## src/rtl/evid_pkg.sv

```systemverilog
package evid_pkg;

  typedef enum logic [1:0] {
    PH_ACC  = 2'd0,
    PH_SORT = 2'd1,
    PH_FIN  = 2'd2
  } phase_e;

  // Number of set bits in a vector of up to 64 bits.
  function automatic int unsigned ones64(input logic [63:0] v);
    int unsigned n;
    n = 0;
    for (int b = 0; b < 64; b++) begin
      n += {31'd0, v[b]};
    end
    return n;
  endfunction

  function automatic int unsigned min_u(input int unsigned a, input int unsigned b);
    return (a < b) ? a : b;
  endfunction

  // Add with a ceiling instead of wrap-around.
  function automatic int unsigned add_cap(input int unsigned acc, input int unsigned inc,
                                          input int unsigned cap);
    int unsigned room;
    room = cap - acc;
    return (inc > room) ? cap : acc + inc;
  endfunction

  // True when tuple A must be placed strictly ahead of tuple B.
  // Keys: conflict ascending, prediction descending, misprediction ascending.
  function automatic logic ranks_ahead(input int unsigned ca, input int unsigned pa,
                                       input int unsigned ma, input int unsigned cb,
                                       input int unsigned pb, input int unsigned mb);
    if (ca != cb) return ca < cb;
    if (pa != pb) return pa > pb;
    return ma < mb;
  endfunction

endpackage

```

## src/rtl/evid_delta.sv

```systemverilog
module evid_delta
  import evid_pkg::*;
#(
  parameter int N_OUT = 4,
  localparam int DW = $clog2(N_OUT + 1)
) (
  input  logic [N_OUT-1:0] dev_resp,
  input  logic [N_OUT-1:0] fm_resp,
  input  logic [N_OUT-1:0] exp_resp,
  output logic             observ,
  output logic             dev_fail,
  output logic [DW-1:0]    d_pred,
  output logic [DW-1:0]    d_mis,
  output logic [DW-1:0]    d_unx,
  output logic [DW-1:0]    d_cfl
);

  logic [N_OUT-1:0] dev_diff;
  logic [N_OUT-1:0] fm_diff;
  int unsigned      n_pred;
  int unsigned      n_mis;
  int unsigned      n_unx;

  assign dev_diff = dev_resp ^ exp_resp;
  assign fm_diff  = fm_resp ^ exp_resp;
  assign observ   = |fm_diff;
  assign dev_fail = |dev_diff;

  always_comb begin
    n_pred = ones64(64'(dev_diff & fm_diff));
    n_mis  = ones64(64'(fm_diff & ~dev_diff));
    n_unx  = ones64(64'(dev_diff & ~fm_diff));
  end

  assign d_pred = DW'(n_pred);
  assign d_mis  = DW'(n_mis);
  assign d_unx  = DW'(n_unx);
  assign d_cfl  = DW'(min_u(n_pred, n_mis));

endmodule

```

## src/rtl/evid_store.sv

```systemverilog
module evid_store
  import evid_pkg::*;
#(
  parameter int N_OUT  = 4,
  parameter int N_CAND = 4,
  parameter int CNT_W  = 6,
  localparam int IW = (N_CAND > 1) ? $clog2(N_CAND) : 1,
  localparam int DW = $clog2(N_OUT + 1)
) (
  input  logic                             clk,
  input  logic                             rst_n,
  input  logic                             acc_en,
  input  logic                             observ,
  input  logic [IW-1:0]                    cand_idx,
  input  logic [DW-1:0]                    d_pred,
  input  logic [DW-1:0]                    d_mis,
  input  logic [DW-1:0]                    d_unx,
  input  logic [DW-1:0]                    d_cfl,
  output logic [N_CAND-1:0][CNT_W-1:0]     pred_q,
  output logic [N_CAND-1:0][CNT_W-1:0]     mis_q,
  output logic [N_CAND-1:0][CNT_W-1:0]     unx_q,
  output logic [N_CAND-1:0][CNT_W-1:0]     cfl_q
);

  localparam int unsigned CAP = (2 ** CNT_W) - 1;

  for (genvar k = 0; k < N_CAND; k++) begin : g_cand
    logic hit;
    assign hit = acc_en && observ && (int'(cand_idx) == k);

    always_ff @(posedge clk) begin
      if (!rst_n) begin
        pred_q[k] <= '0;
        mis_q[k]  <= '0;
        unx_q[k]  <= '0;
        cfl_q[k]  <= '0;
      end else if (hit) begin
        pred_q[k] <= CNT_W'(add_cap(32'(pred_q[k]), 32'(d_pred), CAP));
        mis_q[k]  <= CNT_W'(add_cap(32'(mis_q[k]),  32'(d_mis),  CAP));
        unx_q[k]  <= CNT_W'(add_cap(32'(unx_q[k]),  32'(d_unx),  CAP));
        cfl_q[k]  <= CNT_W'(add_cap(32'(cfl_q[k]),  32'(d_cfl),  CAP));
      end
    end
  end

endmodule

```

## src/rtl/rank_sorter.sv

```systemverilog
module rank_sorter
  import evid_pkg::*;
#(
  parameter int N_CAND = 4,
  parameter int CNT_W  = 6,
  localparam int IW = (N_CAND > 1) ? $clog2(N_CAND) : 1
) (
  input  logic                         clk,
  input  logic                         rst_n,
  input  logic                         start,
  input  logic [N_CAND-1:0][CNT_W-1:0] pred_q,
  input  logic [N_CAND-1:0][CNT_W-1:0] mis_q,
  input  logic [N_CAND-1:0][CNT_W-1:0] cfl_q,
  output logic [N_CAND-1:0][IW-1:0]    ord,
  output logic                         fin
);

  logic [IW:0]   outer;
  logic [IW-1:0] inner;
  logic [IW-1:0] inner_m1;
  logic          busy;
  logic          swap_now;
  logic [IW-1:0] id_hi;
  logic [IW-1:0] id_lo;

  assign inner_m1 = inner - 1'b1;
  assign id_hi    = ord[inner];
  assign id_lo    = ord[inner_m1];

  // The entry at inner moves down while it strictly beats its neighbour.
  assign swap_now = (inner != '0) &&
                    ranks_ahead(32'(cfl_q[id_hi]), 32'(pred_q[id_hi]), 32'(mis_q[id_hi]),
                                32'(cfl_q[id_lo]), 32'(pred_q[id_lo]), 32'(mis_q[id_lo]));

  always_ff @(posedge clk) begin
    if (!rst_n) begin
      for (int k = 0; k < N_CAND; k++) ord[k] <= IW'(k);
      outer <= '0;
      inner <= '0;
      busy  <= 1'b0;
      fin   <= 1'b0;
    end else if (start) begin
      outer <= (IW + 1)'(1);
      inner <= IW'(1);
      busy  <= 1'b1;
    end else if (busy) begin
      if (int'(outer) >= N_CAND) begin
        busy <= 1'b0;
        fin  <= 1'b1;
      end else if (swap_now) begin
        ord[inner]    <= id_lo;
        ord[inner_m1] <= id_hi;
        inner         <= inner_m1;
      end else begin
        outer <= outer + 1'b1;
        inner <= IW'(outer + 1'b1);
      end
    end
  end

endmodule

```

## src/rtl/evid_rank.sv

```systemverilog
module evid_rank
  import evid_pkg::*;
#(
  parameter int N_OUT  = 4,
  parameter int N_CAND = 4,
  parameter int CNT_W  = 6,
  localparam int IW = (N_CAND > 1) ? $clog2(N_CAND) : 1,
  localparam int DW = $clog2(N_OUT + 1)
) (
  input  logic                      clk,
  input  logic                      rst_n,
  input  logic                      pat_valid,
  input  logic                      pat_last,
  input  logic [IW-1:0]             cand_idx,
  input  logic [N_OUT-1:0]          dev_resp,
  input  logic [N_OUT-1:0]          fm_resp,
  input  logic [N_OUT-1:0]          exp_resp,
  output logic [N_CAND*CNT_W-1:0]   pred_tot,
  output logic [N_CAND*CNT_W-1:0]   mis_tot,
  output logic [N_CAND*CNT_W-1:0]   unx_tot,
  output logic [N_CAND*CNT_W-1:0]   cfl_tot,
  output logic [N_CAND*IW-1:0]      rank_list,
  output logic                      done
);

  phase_e                       ph;
  logic                         acc_en;
  logic                         sort_start;
  logic                         sort_fin;
  logic                         observ;
  logic                         dev_fail;
  logic [DW-1:0]                d_pred;
  logic [DW-1:0]                d_mis;
  logic [DW-1:0]                d_unx;
  logic [DW-1:0]                d_cfl;
  logic [N_CAND-1:0][CNT_W-1:0] pred_q;
  logic [N_CAND-1:0][CNT_W-1:0] mis_q;
  logic [N_CAND-1:0][CNT_W-1:0] unx_q;
  logic [N_CAND-1:0][CNT_W-1:0] cfl_q;
  logic [N_CAND-1:0][IW-1:0]    ord;

  assign acc_en     = (ph == PH_ACC) && pat_valid && (int'(cand_idx) < N_CAND);
  assign sort_start = (ph == PH_ACC) && pat_valid && pat_last;

  always_ff @(posedge clk) begin
    if (!rst_n) begin
      ph <= PH_ACC;
    end else begin
      case (ph)
        PH_ACC:  if (sort_start) ph <= PH_SORT;
        PH_SORT: if (sort_fin) ph <= PH_FIN;
        default: ph <= PH_FIN;
      endcase
    end
  end

  evid_delta #(.N_OUT(N_OUT)) u_delta (
    .dev_resp (dev_resp),
    .fm_resp  (fm_resp),
    .exp_resp (exp_resp),
    .observ   (observ),
    .dev_fail (dev_fail),
    .d_pred   (d_pred),
    .d_mis    (d_mis),
    .d_unx    (d_unx),
    .d_cfl    (d_cfl)
  );

  evid_store #(.N_OUT(N_OUT), .N_CAND(N_CAND), .CNT_W(CNT_W)) u_store (
    .clk      (clk),
    .rst_n    (rst_n),
    .acc_en   (acc_en),
    .observ   (observ),
    .cand_idx (cand_idx),
    .d_pred   (d_pred),
    .d_mis    (d_mis),
    .d_unx    (d_unx),
    .d_cfl    (d_cfl),
    .pred_q   (pred_q),
    .mis_q    (mis_q),
    .unx_q    (unx_q),
    .cfl_q    (cfl_q)
  );

  rank_sorter #(.N_CAND(N_CAND), .CNT_W(CNT_W)) u_sort (
    .clk    (clk),
    .rst_n  (rst_n),
    .start  (sort_start),
    .pred_q (pred_q),
    .mis_q  (mis_q),
    .cfl_q  (cfl_q),
    .ord    (ord),
    .fin    (sort_fin)
  );

  assign pred_tot  = pred_q;
  assign mis_tot   = mis_q;
  assign unx_tot   = unx_q;
  assign cfl_tot   = cfl_q;
  assign rank_list = ord;
  assign done      = sort_fin;

endmodule

```

## config.mk

```make
export PLATFORM = sky130hd
export DESIGN_NAME = evid_rank
export DESIGN_NICKNAME = d
export VERILOG_FILES = /design/src/rtl/evid_pkg.sv /design/src/rtl/evid_delta.sv /design/src/rtl/evid_store.sv /design/src/rtl/rank_sorter.sv /design/src/rtl/evid_rank.sv
export SDC_FILE = /design/constraint.sdc
export NUM_CORES = 1
export LEC_CHECK = 0
export BUFFER_PORTS_ARGS = -buffer_cell sky130_fd_sc_hd__buf_2
export CORE_MARGIN = 2
export CORE_UTILIZATION = 54
export DETAILED_ROUTE_END_ITERATION = 6
export GPL_ROUTABILITY_DRIVEN = 1
export GPL_TIMING_DRIVEN = 0
export PLACE_DENSITY = 0.78
export SYNTH_ARGS = -nofsm -noshare
export SYNTH_HDL_FRONTEND = slang
export SYNTH_HIERARCHICAL = 1
export SYNTH_SLANG_ARGS = --single-unit
```

## constraint.sdc

```tcl
create_clock -name clk -period 4.42 [get_ports clk]
set_input_delay 0.221 -clock clk [delete_from_list [all_inputs] [get_ports clk]]
set_output_delay 0.221 -clock clk [all_outputs]
set_load 0.02 [all_outputs]
```

==> impl_metrics.tcl <==
set metrics [dict create \
    die_h_um 138 \
    detail-route-antenna-nets 0 \
    area_delta_synth_final_pct 16.9 \
    clock-skew-final_ns 0.00752 \
    core-area_sq_mm 0.0174 \
    vias_per_cell 6.35 \
    design_area_sq_mm 0.0113 \
    hold_buffers 0 \
    start_util_pct 55.5 \
    arrival_ns 4.62 \
    grt_max_degree 17 \
    track_usage_pct 32.8 \
    io_pins 123 \
    place_ws_ns -1.03 \
    wl_per_cell_um 21.2 \
    cts_buffers 17 \
    wl_um 30700 \
    final_max_slew_viol_count 0 \
    nets 1345 \
    syn-cell-area_sq_mm 0.00966 \
    die_w_um 138 \
    grt_pass1_wl_um 46400 \
    dieArea_sq_mm 0.0190 \
    yosys_warnings 6 \
    drtPass1Iterations 7 \
    leakage_nw 5.02 \
    peakVddDrop_v 0.000311 \
    tightest_slew_ns 1.07 \
    ctsLongestPathBuffers 2 \
    rows 48 \
    crit_path_end_kind "flip-flop" \
    clk_pin_slew_ns 0.06 \
    rsz0062_at_grt "true" \
    port_buffers 120 \
    syn_nets 1200 \
    powerDensity_mw_per_mm2 301 \
    drt_iter0_drc 854 \
    path_class "reg -> reg" \
    syn_area_per_cell_sq_um 9.08 \
    crit_required_ns 4.75 \
    drv_cap 0 \
    crit_path_start_kind "flip-flop" \
    post-route-util_pct 64.9 \
    grt-ovfl-total 0 \
    hpwlAfterDp_um 22100 \
    min_period_over_period_pct 97.2 \
    setup_viol 0 \
    whs_ns 0.0775 \
    max_freq_mhz 233 \
    drc 0 \
    setup_slack_ns 0.125 \
    maxSlewHeadroom_pct 28.9 \
    hold_viol 0 \
    antenna_found_initial 1 \
    via_count 9196 \
    hp-class "in -> reg" \
    period_minus_slack_ns 4.29 \
    synthCells 1064 \
    path_max_fanout 10 \
    cts_tree "built" \
    place.gp.congestion 0.984 \
    cts.sinks 113 \
    outcome "finished, final reports clean" \
    cts-root-buf "clkbuf_16" \
    postPlaceCellArea_sq_mm 0.0105 \
    htree_levels 4 \
    clkLatencyLatePin_ns 0.43 \
    grt_pass1_vias 8701 \
    drive_gt1_share_pct 21.0 \
]
-- final cells by class --
type | instances | area [sq um]
Fill cell | 1409 | 6120
Clock buffer | 21 | 460
Timing Repair Buffer | 129 | 681
Clock inverter | 11 | 160
Buffer | 35 | 183
Antenna cell | 1 | 2.50
Multi-Input combinational cell | 797 | 6830
Tap cell | 225 | 282
Sequential cell | 113 | 2270
Inverter | 116 | 439
-- state kept, by name (all words and copies together) (netlist names) --
| signal | count |
|---|---|
| u_sort/ord | 8 |
| u_store/cfl_q | 24 |
| u_sort/inner | 2 |
| u_store/mis_q | 24 |
| u_store/unx_q | 24 |
| ph | 2 |
| u_store/pred_q | 24 |
| u_sort/outer | 3 |
| u_sort/busy | 1 |
| u_sort/fin | 1 |
-- routing by layer --
layer / GRT usage, % / vias up / wire length (um)
met4: 16.3 / 0 / 1400
li1: - / 4143 / -
met5: 0 / - / 0
met3: 7.47 / 124 / 3290
met1: 41.7 / 4405 / 11900
met2: 52.6 / 524 / 14100
-- path summary, 6_finish.rpt --
| kind | to | slack [ns] | cells past startpoint | from |
|---|---|---|---|---|
| worst min register to register | u_store/unx_q[16] | 0.49 | 1 | u_store/unx_q[16] |
| worst min-delay path | ph[0] | 0.08 | 3 | pat_last |
| worst max register to register | u_sort/ord[4] | 0.13 | 16 | u_sort/inner[0] |
| worst max-delay path | u_sort/ord[4] | 0.13 | 16 | u_sort/inner[0] |
-- worst max-delay path, cell delays in order, from the launching register on --
cell	delay, ns
dfxtp_4	0.39
buf_6	0.16
clkinvlp_4	0.14
ha_4	0.34
mux4_2	0.40
buf_8	0.21
mux4_2	0.34
inv_1	0.04
ha_1	0.28
and3_1	0.21
nand4_1	0.21
nor3_2	0.26
or4b_4	0.50
a31oi_4	0.23
buf_12	0.15
a21oi_1	0.06
a311oi_1	0.24
-- power by group --
part           internal [W]  switching (W)
Combinational      0.000330       0.000529
Sequential          0.00104      0.0000337
Clock              0.000966       0.000498
-- stage by stage --
step | TNS, ns | std cells | total power [W]
after floorplan | 0 | 1064 | 0.00164
final | 0 | 1448 | 0.00340
after global routing | -0.0151 | 1448 | 0.00353
after detailed placement | -10.02 | 1409 | 0.00188
after global placement | -8.78 | 1409 | 0.00185
after CTS | 0 | 1443 | 0.00337
-- repair_timing --
item | CTS | global route
endpoints found under the setup margin | 13 | 11
gates resized for setup | 17 | 9
pin swaps | 2 | 2
buffers inserted | 5 | 4
-- cell usage in the layout, fill, tap and decap left out, types with 23 or more instances in the layout --
cell type / count
nor2_1: 23
dfxtp_1: 111
o21ai_0: 70
buf_2: 128
nor2b_1: 45
ha_1: 98
a21o_1: 65
nand2_1: 95
xor2_1: 36
inv_1: 114
mux4_2: 38
a21oi_1: 73
No activity file was read; power rests on OpenSTA's default activity.
